<file path="config.mk">
export PLATFORM = sky130hd
export DESIGN_NAME = baud_div_gen
export DESIGN_NICKNAME = d
export VERILOG_FILES = /design/src/rtl/bdg_pkg.sv /design/src/rtl/bdg_regs.sv /design/src/rtl/bdg_start.sv /design/src/rtl/bdg_divider.sv /design/src/rtl/baud_div_gen.sv
export SDC_FILE = /design/constraint.sdc
export NUM_CORES = 1
export LEC_CHECK = 0
export CAP_MARGIN = 20
export CORE_MARGIN = 10
export CORE_UTILIZATION = 57
export DETAILED_ROUTE_END_ITERATION = 7
export GPL_TIMING_DRIVEN = 1
export PLACE_DENSITY = 0.83
export SLEW_MARGIN = 40
export SYNTH_ARGS = -nofsm -noshare
export SYNTH_HDL_FRONTEND = slang
export SYNTH_SLANG_ARGS = --single-unit
</file>
<file path="constraint.sdc">
create_clock -name clk -period 3.2 [get_ports clk]
set_clock_uncertainty 0.05 [all_clocks]
set_input_delay 0.64 -clock clk [delete_from_list [all_inputs] [get_ports clk]]
set_output_delay 0.64 -clock clk [all_outputs]
set_load 0.01 [all_outputs]
</file>
<file path="src/rtl/bdg_pkg.sv">
package bdg_pkg;
    localparam int BYTE_W  = 8;
    localparam int BRK_BIT = 7;
    localparam int RXE_BIT = 6;
    localparam int RSV_BIT = 5;

    typedef enum logic {
        SEL_HI = 1'b0,
        SEL_LO = 1'b1
    } reg_sel_e;
endpackage

</file>
<file path="src/rtl/bdg_regs.sv">
module bdg_regs
    import bdg_pkg::*;
#(
    parameter int          DIV_W  = 13,
    parameter logic [7:0]  LO_RST = 8'h04
) (
    input  logic                   clk,
    input  logic                   rst_n,
    input  logic                   wr_en,
    input  logic                   wr_sel,
    input  logic [BYTE_W-1:0]      wr_data,
    input  logic                   rd_sel,
    output logic [BYTE_W-1:0]      rd_data,
    output logic [DIV_W-1:0]       work_div,
    output logic [DIV_W-BYTE_W-1:0] staged,
    output logic                   load,
    output logic [DIV_W-1:0]       load_div,
    output logic                   brk_ie,
    output logic                   rxe_ie
);
    localparam int HI_W = DIV_W - BYTE_W;

    typedef struct packed {
        logic [HI_W-1:0]   stage;
        logic [HI_W-1:0]   hi;
        logic [BYTE_W-1:0] lo;
        logic              brk;
        logic              rxe;
    } regs_t;

    regs_t st_d, st_q;
    logic  hi_wr, lo_wr;

    always_comb begin
        hi_wr = wr_en && (wr_sel == SEL_HI);
        lo_wr = wr_en && (wr_sel == SEL_LO);
        st_d  = st_q;
        if (hi_wr) begin
            st_d.stage = wr_data[HI_W-1:0];
            st_d.brk   = wr_data[BRK_BIT];
            st_d.rxe   = wr_data[RXE_BIT];
        end
        if (lo_wr) begin
            st_d.hi = st_q.stage;
            st_d.lo = wr_data;
        end
    end

    always_ff @(posedge clk or negedge rst_n) begin
        if (!rst_n) begin
            st_q <= '{stage: '0, hi: '0, lo: LO_RST, brk: 1'b0, rxe: 1'b0};
        end else begin
            st_q <= st_d;
        end
    end

    // readback: working value only, reserved bits zero
    always_comb begin
        rd_data = '0;
        if (rd_sel == SEL_HI) begin
            rd_data[BRK_BIT]  = st_q.brk;
            rd_data[RXE_BIT]  = st_q.rxe;
            rd_data[HI_W-1:0] = st_q.hi;
        end else begin
            rd_data = st_q.lo;
        end
    end

    assign work_div = {st_q.hi, st_q.lo};
    assign staged   = st_q.stage;
    assign load     = lo_wr;
    assign load_div = {st_q.stage, wr_data};
    assign brk_ie   = st_q.brk;
    assign rxe_ie   = st_q.rxe;
endmodule

</file>
<file path="src/rtl/bdg_start.sv">
module bdg_start (
    input  logic clk,
    input  logic rst_n,
    input  logic rx_en,
    input  logic tx_en,
    output logic started
);
    typedef struct packed {
        logic run;
    } start_t;

    start_t s_d, s_q;

    always_comb begin
        s_d = s_q;
        if (rx_en || tx_en) begin
            s_d.run = 1'b1;
        end
    end

    always_ff @(posedge clk or negedge rst_n) begin
        if (!rst_n) begin
            s_q <= '{run: 1'b0};
        end else begin
            s_q <= s_d;
        end
    end

    assign started = s_q.run;
endmodule

</file>
<file path="src/rtl/bdg_divider.sv">
module bdg_divider #(
    parameter int DIV_W = 13
) (
    input  logic             clk,
    input  logic             rst_n,
    input  logic             run,
    input  logic [DIV_W-1:0] div,
    input  logic             load,
    input  logic [DIV_W-1:0] load_div,
    output logic             tick
);
    localparam logic [DIV_W-1:0] ONE = DIV_W'(1);

    typedef struct packed {
        logic [DIV_W-1:0] cnt;
    } div_t;

    div_t c_d, c_q;
    logic active;

    always_comb begin
        active = run && (div != '0);
        c_d    = c_q;
        if (load) begin
            c_d.cnt = load_div;
        end else if (!active) begin
            c_d.cnt = div;
        end else if (c_q.cnt <= ONE) begin
            c_d.cnt = div;
        end else begin
            c_d.cnt = c_q.cnt - ONE;
        end
    end

    always_ff @(posedge clk or negedge rst_n) begin
        if (!rst_n) begin
            c_q <= '{cnt: '0};
        end else begin
            c_q <= c_d;
        end
    end

    assign tick = active && (c_q.cnt == ONE);
endmodule

</file>
<file path="src/rtl/baud_div_gen.sv">
module baud_div_gen #(
    parameter int         DIV_W  = 13,
    parameter logic [7:0] LO_RST = 8'h04
) (
    input  logic       clk,
    input  logic       rst_n,
    input  logic       wr_en,
    input  logic       wr_sel,
    input  logic [7:0] wr_data,
    input  logic       rd_sel,
    output logic [7:0] rd_data,
    input  logic       rx_en,
    input  logic       tx_en,
    output logic       brk_ie,
    output logic       rxe_ie,
    output logic       tick
);
    localparam int HI_W = DIV_W - 8;

    logic [DIV_W-1:0] work_div;
    logic [HI_W-1:0]  staged;
    logic             load;
    logic [DIV_W-1:0] load_div;
    logic             started;

    bdg_regs #(.DIV_W(DIV_W), .LO_RST(LO_RST)) u_regs (
        .clk      (clk),
        .rst_n    (rst_n),
        .wr_en    (wr_en),
        .wr_sel   (wr_sel),
        .wr_data  (wr_data),
        .rd_sel   (rd_sel),
        .rd_data  (rd_data),
        .work_div (work_div),
        .staged   (staged),
        .load     (load),
        .load_div (load_div),
        .brk_ie   (brk_ie),
        .rxe_ie   (rxe_ie)
    );

    bdg_start u_start (
        .clk     (clk),
        .rst_n   (rst_n),
        .rx_en   (rx_en),
        .tx_en   (tx_en),
        .started (started)
    );

    bdg_divider #(.DIV_W(DIV_W)) u_div (
        .clk      (clk),
        .rst_n    (rst_n),
        .run      (started),
        .div      (work_div),
        .load     (load),
        .load_div (load_div),
        .tick     (tick)
    );
endmodule

</file>
==> summary.json <==
{
  "run_status": "finished, final reports clean",
  "wp_data_arrival_ns": 2.20,
  "critical-path-max-stage-delay_ns": 0.69,
  "report.final.hold_viol_count": 0,
  "ys_async_sr_fraction_pct": 100,
  "route.detailed.wl_per_inst_um": 17.6,
  "critPathKind": "in2out",
  "post_cts.repair.setup_buffers": 0,
  "leakagePower_nw": 0.920,
  "grt_pass1_vias": 1480,
  "post_synthesis_cell_count": 174,
  "timing.final.max_slew_violations": 0,
  "antenna_cells": 0,
  "synth.area.top_cells": "sky130_fd_sc_hd__dfrtp_1 (47%), sky130_fd_sc_hd__nand2_1 (7.2%), sky130_fd_sc_hd__mux2_1 (4.4%)",
  "final_common_cell": "sky130_fd_sc_hd__nand2_1",
  "slew-limit-headroom_pct": 58.8,
  "total_number_of_vias": 1474,
  "yosysWarningCount": 0,
  "fin_setup_tns_ns": 0,
  "yosysSeqAreaShare_pct": 48.1,
  "cts.root.buffer_cell": "sky130_fd_sc_hd__clkbuf_4",
  "synthFlopType": "sky130_fd_sc_hd__dfrtp_1",
  "register_area_um2": 852,
  "drt-pass1-iter-count": 4,
  "netlist.area_leader.share_pct": 46.6,
  "required_arrival_time_at_the_worst_endpoint_ns": 2.51,
  "grt_setup_unrepaired": "false",
  "grtUsageTotal_pct": 15.8,
  "timing.critical_path.slowest_stage_cell": "sky130_fd_sc_hd__clkdlybuf4s50_1",
  "syn_nets": 191,
  "place_hpwl_mm": 3.12,
  "final.min_clock_period_ns": 2.89,
  "grt_first_pass_wirelength_mm": 6.93,
  "critPathBufInv": 2,
  "timing.critical_path.to_type": "output port",
  "max-cap-violations": 0,
  "gr-max-usage-layer": "met2",
  "synth_top_area_cell": "sky130_fd_sc_hd__dfrtp_1",
  "floorplan.initialDensity_pct": 59.0,
  "antenna_found_initial": 0,
  "n_fill_cell": 225,
  "hold_buffers": 0,
  "detail_route.vias_per_cell": 6.33,
  "drt_first_iter_violations": 124,
  "gr-total-overflow": 0,
  "synth_edf_count": 0,
  "fp.dieW_um": 75.8,
  "timing.critical_path.from_type": "primary input",
  "fin_crit_sh_pct": 90.3,
  "ys_types": 40,
  "path_common_cell": "sky130_fd_sc_hd__clkdlybuf4s50_1",
  "vdd_ir_drop_max_mv": 0.411,
  "routed_wl_mm": 4.09,
  "detail_route.drc_violations": 0,
  "layout-area-overhead-vs-synth_pct": 18.7,
  "most-common-layout-cells": "sky130_fd_sc_hd__nand2_1 (34), sky130_fd_sc_hd__dfrtp_1 (33), sky130_fd_sc_hd__clkdlybuf4s50_1 (25), sky130_fd_sc_hd__o211ai_1 (9)",
  "path_delay_family": "buffers and inverters",
  "clock_tree.htree_level_count": 2,
  "hold_class": "reg2reg",
  "highest_net_fanout_along_the_worst_path": 8,
  "fp.dieArea_um2": 5740,
  "layout-drive-gt1-share_pct": 11.0,
  "met1_usage_pct": 19.7,
  "clock_sinks": 34,
  "crit_path_cell_trace": "clkdlybuf4s50_1, mux2_2, clkdlybuf4s50_1",
  "pwr_density_cell_nw_per_um2": 637,
  "io_pins": 26,
  "setup_viol_count_final": 0,
  "pin_count_of_the_biggest_net_entering_global_routing": 35,
  "std_cell_rows": 20,
  "post_cts_resize_count": 0,
  "grtUsageMet2_pct": 24.5,
  "port-buffer-count": 25,
  "cts-buffers-inserted": 5,
  "max_clock_buf_depth": 2,
  "finish.net_count": 216,
  "die-height_um": 75.8,
  "place.gp.congestion": 0.833,
  "ant_nets": 0,
  "tritoncts": "yes",
  "clk_latency_ns": 0.34,
  "tightest_slew_ns": 0.617,
  "cts.reportedPaths.clkPinSlew_ns": 0.09,
  "total_power_mw": 1.34,
  "top_achievable_clock_speed_mhz": 346,
  "multi_input_area_um2": 860,
  "grt_use_met3_pct": 4.04,
  "core_region_area_um2": 3000,
  "syn_std_cell_area_um2": 1770,
  "synth.avg_cell_area_um2": 10.2,
  "yosys_register_bits": 34
}
## cells by family after synthesis
family | count (synthesis) | synth area share (%)
and+or+nand+nor | 73 | 22.1
DFF | 34 | 48.1
AOI/OAI and AO/OA | 33 | 14.1
buffers and inverters | 14 | 3.39
muxes | 14 | 8.90
xor gates and xnor gates | 4 | 1.98
adders and majority gates | 2 | 1.41
## flip-flops by register name, summed over array words and instances, names as in the netlist
name and cells:
u_div.c_q 13, u_regs.work_div 13, u_regs.staged 5, u_regs.brk_ie 1
u_regs.rxe_ie 1, u_start.started 1
## final timing paths
| path | to | from | slack (ns) | cells after the start |
|---|---|---|---|---|
| max in group asynchronous | u_regs.work_div[2] | rst_n | 2.13 | 2 |
| min in group asynchronous | u_div.c_q[6] | rst_n | 0.63 | 2 |
| max reg2reg | u_div.c_q[5] | u_div.c_q[5] | 0.95 | 5 |
| min | u_start.started | u_start.started | 0.44 | 1 |
| max | rd_data[4] | rd_sel | 0.31 | 3 |
| min reg2reg | u_start.started | u_start.started | 0.44 | 1 |
## where the power goes
part	total [mW]	switching (mW)	internal (mW)
Sequential	0.634	0.103	0.532
Clock	0.247	0.139	0.108
Combinational	0.459	0.220	0.239
## layer usage
metal	share of wire [%]	wire [um]	vias up
met5	0	0	-
met4	2.1	87	0
met3	5.9	241	9
met2	48	1980	40
met1	44	1790	732
li1	-	-	693
## cells in the mapped netlist, types with 4 or more instances
cell type                   instances
sky130_fd_sc_hd__clkbuf_1          10
sky130_fd_sc_hd__and3_1             4
sky130_fd_sc_hd__o31a_1             4
sky130_fd_sc_hd__nor4_1             6
sky130_fd_sc_hd__o2111ai_1          4
sky130_fd_sc_hd__nor2_1             4
sky130_fd_sc_hd__nand2_1           34
sky130_fd_sc_hd__mux2_1             7
sky130_fd_sc_hd__a21oi_1            6
sky130_fd_sc_hd__dfrtp_1           33
sky130_fd_sc_hd__o211ai_1           9
sky130_fd_sc_hd__mux2_2             7
## through the flow
step           cell area [um^2]  std cells  setup slack (ns)  utilization (%)  hold WS, ns
3_5_place_dp               2040        225             0.311             68.1        0.418
5_1_grt                    2100        233             0.239             70.0        0.451
3_3_place_gp               2040        225             0.319             68.1        0.405
6_report                   2100        233             0.309             70.0        0.435
2_1_floorplan              1770        174              1.04                -        0.294
4_1_cts                    2100        233             0.304             70.0        0.440
## cell type report
class,count,share of cell area [%]
multi-input cells,126,40.9
well taps,33,1.96
flip-flops and latches,34,40.5
inverters,3,0.535
clock buffers,8,2.80
repair buffers,29,13.3
Power figures use the tool's default switching activity.
